## src/rtl/nand_seq_pkg.sv

```systemverilog
package nand_seq_pkg;
    localparam int FW = 8;
    localparam int CNTW = FW + 1;

    typedef enum logic [1:0] {
        PH_IDLE,
        PH_SETUP,
        PH_STROBE,
        PH_HOLD
    } phase_e;

    // packed order follows the timing word layout, MSB first
    typedef struct packed {
        logic [FW-1:0] hiz;
        logic [FW-1:0] hold;
        logic [FW-1:0] strb;
        logic [FW-1:0] setup;
    } timing_t;
endpackage

```

## src/rtl/nand_seq_sync.sv

```systemverilog
module nand_seq_sync #(
    parameter int STAGES = 2
) (
    input  logic clk,
    input  logic rst_n,
    input  logic d,
    output logic q
);
    logic [STAGES-1:0] sh_d, sh_q;

    always_comb begin
        sh_d = {sh_q[STAGES-2:0], d};
    end

    always_ff @(posedge clk or negedge rst_n) begin
        if (!rst_n) sh_q <= '1;
        else        sh_q <= sh_d;
    end

    assign q = sh_q[STAGES-1];
endmodule

```

## src/rtl/nand_seq_cfg.sv

```systemverilog
module nand_seq_cfg
    import nand_seq_pkg::*;
#(
    parameter logic [4*FW-1:0] RST_VAL = 32'hFCFC_FCFC
) (
    input  logic            clk,
    input  logic            rst_n,
    input  logic            we,
    input  logic [4*FW-1:0] wdata,
    output timing_t         tim,
    output logic            bad
);
    timing_t word_d, word_q;

    always_comb begin
        word_d = we ? timing_t'(wdata) : word_q;
    end

    always_ff @(posedge clk or negedge rst_n) begin
        if (!rst_n) word_q <= timing_t'(RST_VAL);
        else        word_q <= word_d;
    end

    assign tim = word_q;
    assign bad = (&word_q.hiz)
               | (&word_q.hold) | (word_q.hold == '0)
               | (&word_q.strb) | (word_q.strb == '0);
endmodule

```

## src/rtl/nand_seq_fsm.sv

```systemverilog
module nand_seq_fsm
    import nand_seq_pkg::*;
#(
    parameter int AW = 16,
    parameter int DW = 8
) (
    input  logic          clk,
    input  logic          rst_n,
    input  logic          req,
    input  logic          req_write,
    input  logic [AW-1:0] req_addr,
    input  logic [DW-1:0] req_wdata,
    input  timing_t       tim,
    input  logic          tim_bad,
    input  logic          wait_s,
    input  logic [DW-1:0] din,
    output logic          ack,
    output logic          err,
    output logic          done,
    output logic [DW-1:0] rdata,
    output logic [AW-1:0] addr,
    output logic [DW-1:0] dout,
    output logic          dout_en,
    output logic          we_n,
    output logic          oe_n
);
    typedef struct packed {
        phase_e          ph;
        logic [CNTW-1:0] cnt;
        logic [CNTW-1:0] hz_left;
        logic            write;
        logic [AW-1:0]   addr;
        logic [DW-1:0]   wdata;
        logic [DW-1:0]   rdata;
        timing_t         tim;
        logic            ack;
        logic            err;
        logic            done;
    } regs_t;

    regs_t s_d, s_q;

    always_comb begin
        s_d      = s_q;
        s_d.ack  = 1'b0;
        s_d.err  = 1'b0;
        s_d.done = 1'b0;
        if (s_q.ph != PH_IDLE && s_q.hz_left != '0)
            s_d.hz_left = s_q.hz_left - 1'b1;
        unique case (s_q.ph)
            PH_IDLE: begin
                if (req && !s_q.ack) begin
                    s_d.ack = 1'b1;
                    if (tim_bad) begin
                        s_d.err = 1'b1;
                    end else begin
                        s_d.ph      = PH_SETUP;
                        s_d.tim     = tim;
                        s_d.write   = req_write;
                        s_d.addr    = req_addr;
                        s_d.wdata   = req_wdata;
                        s_d.cnt     = {1'b0, tim.setup};
                        s_d.hz_left = {1'b0, tim.hiz} + 1'b1;
                    end
                end
            end
            PH_SETUP: begin
                if (s_q.cnt == '0) begin
                    s_d.ph  = PH_STROBE;
                    s_d.cnt = {1'b0, s_q.tim.strb};
                end else begin
                    s_d.cnt = s_q.cnt - 1'b1;
                end
            end
            PH_STROBE: begin
                if (s_q.cnt != '0) begin
                    s_d.cnt = s_q.cnt - 1'b1;
                end else if (wait_s) begin
                    s_d.ph = PH_HOLD;
                    if (s_q.write) begin
                        s_d.cnt = {1'b0, s_q.tim.hold} - 1'b1;
                    end else begin
                        s_d.cnt   = {1'b0, s_q.tim.hold} + 1'b1;
                        s_d.rdata = din;
                    end
                end
            end
            PH_HOLD: begin
                if (s_q.cnt == '0) begin
                    s_d.ph   = PH_IDLE;
                    s_d.done = 1'b1;
                end else begin
                    s_d.cnt = s_q.cnt - 1'b1;
                end
            end
            default: s_d.ph = PH_IDLE;
        endcase
    end

    always_ff @(posedge clk or negedge rst_n) begin
        if (!rst_n) begin
            s_q     <= '0;
            s_q.ph  <= PH_IDLE;
        end else begin
            s_q <= s_d;
        end
    end

    assign ack     = s_q.ack;
    assign err     = s_q.err;
    assign done    = s_q.done;
    assign rdata   = s_q.rdata;
    assign addr    = s_q.addr;
    assign dout    = s_q.wdata;
    assign dout_en = s_q.write && (s_q.ph != PH_IDLE) && (s_q.hz_left == '0);
    assign we_n    = !(s_q.write && s_q.ph == PH_STROBE);
    assign oe_n    = !(!s_q.write && s_q.ph == PH_STROBE);
endmodule

```

## src/rtl/nand_seq_top.sv

```systemverilog
module nand_seq_top
    import nand_seq_pkg::*;
#(
    parameter int AW = 16,
    parameter int DW = 8,
    parameter int SYNC_STAGES = 2
) (
    input  logic          clk,
    input  logic          rst_n,
    input  logic          cfg_we,
    input  logic [31:0]   cfg_wdata,
    input  logic          req,
    input  logic          req_write,
    input  logic [AW-1:0] req_addr,
    input  logic [DW-1:0] req_wdata,
    output logic          ack,
    output logic          err,
    output logic          done,
    output logic [DW-1:0] rd_data,
    output logic [AW-1:0] nand_addr,
    output logic [DW-1:0] nand_dout,
    output logic          nand_dout_en,
    input  logic [DW-1:0] nand_din,
    output logic          nand_we_n,
    output logic          nand_oe_n,
    input  logic          nand_wait_n
);
    timing_t tim;
    logic    tim_bad;
    logic    wait_s;

    nand_seq_cfg u_cfg (
        .clk   (clk),
        .rst_n (rst_n),
        .we    (cfg_we),
        .wdata (cfg_wdata),
        .tim   (tim),
        .bad   (tim_bad)
    );

    nand_seq_sync #(.STAGES(SYNC_STAGES)) u_sync (
        .clk   (clk),
        .rst_n (rst_n),
        .d     (nand_wait_n),
        .q     (wait_s)
    );

    nand_seq_fsm #(.AW(AW), .DW(DW)) u_fsm (
        .clk       (clk),
        .rst_n     (rst_n),
        .req       (req),
        .req_write (req_write),
        .req_addr  (req_addr),
        .req_wdata (req_wdata),
        .tim       (tim),
        .tim_bad   (tim_bad),
        .wait_s    (wait_s),
        .din       (nand_din),
        .ack       (ack),
        .err       (err),
        .done      (done),
        .rdata     (rd_data),
        .addr      (nand_addr),
        .dout      (nand_dout),
        .dout_en   (nand_dout_en),
        .we_n      (nand_we_n),
        .oe_n      (nand_oe_n)
    );
endmodule

```

## config.mk

```make
export PLATFORM = sky130hd
export DESIGN_NAME = nand_seq_top
export DESIGN_NICKNAME = d
export VERILOG_FILES = /design/src/rtl/nand_seq_pkg.sv /design/src/rtl/nand_seq_sync.sv /design/src/rtl/nand_seq_cfg.sv /design/src/rtl/nand_seq_fsm.sv /design/src/rtl/nand_seq_top.sv
export SDC_FILE = /design/constraint.sdc
export NUM_CORES = 1
export LEC_CHECK = 0
export BUFFER_PORTS_ARGS = -buffer_cell sky130_fd_sc_hd__buf_2
export CORE_UTILIZATION = 50
export DETAILED_ROUTE_END_ITERATION = 8
export HOLD_SLACK_MARGIN = 0.03
export MAX_ROUTING_LAYER = met4
export PLACE_DENSITY = 0.74
export SKIP_LAST_GASP = 1
export SLEW_MARGIN = 10
export SYNTH_ARGS = -nofsm -noshare
export SYNTH_HDL_FRONTEND = slang
export SYNTH_SLANG_ARGS = --single-unit
export TNS_END_PERCENT = 20
```

## constraint.sdc

```tcl
create_clock -name clk -period 2.65 [get_ports clk]
set_input_delay 0.1325 -clock clk [delete_from_list [all_inputs] [get_ports clk]]
set_output_delay 0.1325 -clock clk [all_outputs]
set_load 0.005 [all_outputs]
```

==> impl_metrics.env <==
export IMPL_regToRegEndpoint="u_fsm.s_q[77]"
export IMPL_rsz0062_at_grt="false"
export IMPL_numCtsBuffers=9
export IMPL_grt_first_pass_wirelength_um=19300
export IMPL_worst_setup_path_start_kind="flip-flop"
export IMPL_finalSetupViolCount=0
export IMPL_rr_worst_depth=7
export IMPL_globalRouteOverflowTotal=0
export IMPL_io_pins=108
export IMPL_hp_class="in -> reg"
export IMPL_rows=37
export IMPL_crit_end="u_fsm.s_q[77]"
export IMPL_synth_nets=554
export IMPL_p_per_area_nw_per_um2=1048
export IMPL_multi_input_area_um2=2361
export IMPL_reg2reg_slack_ns=0.12
export IMPL_die_h_um=106.3
export IMPL_min_delay_start="req"
export IMPL_antenna_left=0
export IMPL_grt_util_all_layers_pct=22.73
export IMPL_yosysWarnings=0
export IMPL_critPathCaptureType="flip-flop"
export IMPL_grt_max_degree=59
export IMPL_synth_seq_area_share_pct=49.39
export IMPL_synth_ff_type="dfrtp_1"
export IMPL_cts_sinks=106
export IMPL_finalWirelength_um=11800
export IMPL_fin_tns_setup_ns=0
export IMPL_synth_avg_cell_area_um2=11.59
export IMPL_dieArea_um2=11290
export IMPL_cp_cell_sequence="ha_1 > and3_1 > and3_1 > a311oi_1 > a41o_1 > and2_1 > mux2_2"
export IMPL_required_ns=2.92
export IMPL_criticalPathCategory="reg -> reg"
export IMPL_vias=3948
export IMPL_coreArea_um2=10420
export IMPL_preCtsSetupSlack_ns=0.1612
export IMPL_status="completed"
export IMPL_r2r_start="u_cfg.tim[24]"
export IMPL_routed_via_density=5.215
export IMPL_n_fill_cell=828
export IMPL_p_leak_nw=3.070
export IMPL_final_hold_viol_count=0
export IMPL_seqCellArea_um2=2685
export IMPL_port_buffers=107
export IMPL_drive_gt1_share_pct=40.58
export IMPL_first_pass_iters=4
export IMPL_netlist_instances=469
export IMPL_hold_path_depth=3
export IMPL_crit_start="u_cfg.tim[24]"
export IMPL_ys_ff_latch=106
export IMPL_area_delta_synth_final_pct=26.35
export IMPL_post_route_min_period_ns=2.529
export IMPL_cts_buffer_depth=2
export IMPL_relSlewSlack_pct=49.79
export IMPL_cp_arrival_ns=2.80
export IMPL_synth_area_um2=5436
export IMPL_dr_first_iter_drc_count=144
export IMPL_drv_slew=0
export IMPL_post_dp_hpwl_um=7953
export IMPL_n_antenna_cell=0
export IMPL_h_tree_depth=3
export IMPL_drc=0
export IMPL_critPathSlowestCell="dfrtp_1"
export IMPL_ctsRootBufferMaster="clkbuf_8"
export IMPL_cts_setup_buffers=0
export IMPL_worst_path_largest_cell_delay_ns=0.43
export IMPL_yosys_cell_types_count=60
export IMPL_place_gp_congestion=0.8639
export IMPL_die_x_um=106.3
export IMPL_nNetsFinal=701
export IMPL_cts_tree="built"
export IMPL_worstMarginPinSlew_ns=0.7531
export IMPL_period_share_pct=95.42
export IMPL_synth_edf_count=0
export IMPL_cpMostUsedCell="and3_1"
export IMPL_clock_latency_ns=0.37
export IMPL_grt_pass1_vias=4043
export IMPL_drv_cap=0
export IMPL_fmax_mhz=395.5
export IMPL_async_flop_share_pct=100.0
export IMPL_clk_pin_slew_worst_paths_ns=0.10
export IMPL_setup_slack_ns=0.1215
export IMPL_clock_skew_ns=0.01403
export IMPL_wl_per_cell_um=15.58
export IMPL_start_util_pct=52.19
export IMPL_antenna_found_initial=0
export IMPL_vdd_drop_max_mv=0.5621
export IMPL_cp_max_fo=7
worst min-delay path by stage:
| stage | end | slack [ns] |
|---|---|---|
| 6_report | u_fsm.ack | 0.07 |
| 3_5_place_dp | u_fsm.addr[15] | 0.21 |
| 3_3_place_gp | u_fsm.addr[15] | 0.20 |
| 4_1_cts | u_fsm.ack | 0.05 |
| 5_1_grt | u_fsm.ack | 0.09 |
| 2_1_floorplan | u_cfg.tim[0] | -0.16 |
cells in the mapped netlist, types with 2 or more instances:
| cell | count | area (um^2) |
|---|---|---|
| a211oi_1 | 4 | 30.03 |
| a211o_1 | 3 | 26.28 |
| or4_1 | 3 | 22.52 |
| inv_1 | 19 | 71.32 |
| nand2_1 | 22 | 82.58 |
| ha_1 | 14 | 175.2 |
| buf_2 | 8 | 40.04 |
| dfrtp_1 | 80 | 2002 |
| nand4_1 | 6 | 37.54 |
| a31oi_1 | 3 | 18.77 |
| nand3b_1 | 2 | 15.01 |
| dfstp_2 | 26 | 683.2 |
| or3_1 | 3 | 18.77 |
| a21oi_1 | 15 | 75.07 |
| mux2_2 | 78 | 878.3 |
| nor3b_1 | 3 | 22.52 |
| a31o_2 | 2 | 17.52 |
| nor3_1 | 8 | 40.04 |
| mux2_1 | 2 | 22.52 |
| o21ai_1 | 2 | 10.01 |
| and2_1 | 3 | 18.77 |
| a32oi_1 | 2 | 17.52 |
| nor4_1 | 6 | 37.54 |
| o22a_1 | 3 | 26.28 |
| o22ai_1 | 4 | 25.02 |
| o211ai_1 | 3 | 22.52 |
| nand3_1 | 6 | 30.03 |
| a21o_1 | 5 | 37.54 |
| clkbuf_1 | 10 | 37.54 |
| o21ai_0 | 18 | 90.09 |
| or2_2 | 2 | 12.51 |
| a22oi_1 | 3 | 22.52 |
| xnor2_1 | 13 | 113.9 |
| buf_4 | 32 | 240.2 |
| o21bai_1 | 4 | 30.03 |
| and3_1 | 3 | 18.77 |
| nor2_1 | 22 | 82.58 |
| xor2_1 | 5 | 43.79 |
cell families after synthesis:
kind of cell | share of synthesized area (%)
xor+xnor | 2.900
simple gates | 9.253
buf+inv | 7.365
compound gates | 10.47
fa+ha+maj | 3.590
mux | 17.03
flops | 49.39
area by class of cell:
cell class / instances / share of cell area, %
Clock buffer: 10 / 2.004
Clock inverter: 6 / 1.639
Inverter: 19 / 1.038
Multi-Input combinational cell: 293 / 34.37
Sequential cell: 106 / 39.09
Tap cell: 136 / 2.477
Timing Repair Buffer: 187 / 19.38
worst max-delay path, delay by kind of cell (launching register included):
| kind | cells | cell delay, ns |
|---|---|---|
| AOI/OAI and AO/OA | 2 | 0.63 |
| adders and majority gates | 1 | 0.24 |
| muxes | 1 | 0.38 |
| DFF | 1 | 0.43 |
| and+or+nand+nor | 3 | 0.74 |
flip-flops by register name (all words and copies together) (netlist names):
name and cells:
u_cfg.tim 32, u_fsm.ack 1, u_fsm.addr 16, u_fsm.done 1, u_fsm.dout 8, u_fsm.err 1, u_fsm.rdata 8, u_fsm.s_q 37
u_sync.sh_q 2
report_power, final:
group	switching, mW	internal, mW	leakage [nW]
registers	0.422	2.23	1.23
clock network	0.550	0.657	0.127
logic	1.59	1.75	1.71
stage by stage:
step           hold slack, ns  instances  cell area [um^2]  power, mW  util (%)
2_1_floorplan         -0.1631        469              5436      5.269         -
3_3_place_gp           0.1961        674              5943      5.826     57.06
3_5_place_dp           0.2119        674              5943      5.929     57.06
4_1_cts               0.04644        757              6864      7.229     65.90
5_1_grt               0.08922        757              6869      7.725     65.95
6_report              0.06558        757              6869      7.199     65.95
metal layers:
layer	GRT usage [%]	up-vias	wire length, um
li1	-	1933	-
met4	8.829	0	222
met5	-	-	0
met1	28.17	1922	5268
met2	37.71	80	5886
met3	3.250	13	419
layout by cell type (no fill, tap or decap), drive strengths merged, types with 10 or more instances in the layout:
| master | n |
|---|---|
| buf | 120 |
| mux2 | 81 |
| a21oi | 16 |
| xnor2 | 13 |
| nand2 | 22 |
| dfstp | 26 |
| dfrtp | 80 |
| clkbuf | 10 |
| o21ai | 20 |
| nor2 | 22 |
| dlygate4sd3 | 67 |
| inv | 20 |
| ha | 14 |
timing repair:
action                                  in CTS  in global routing
gates resized for setup                      0                  1
endpoints found under the setup margin       0                  3
endpoints found under the hold margin      103                  0
hold buffers                                67                  0
(Power assumes the default switching activity.)
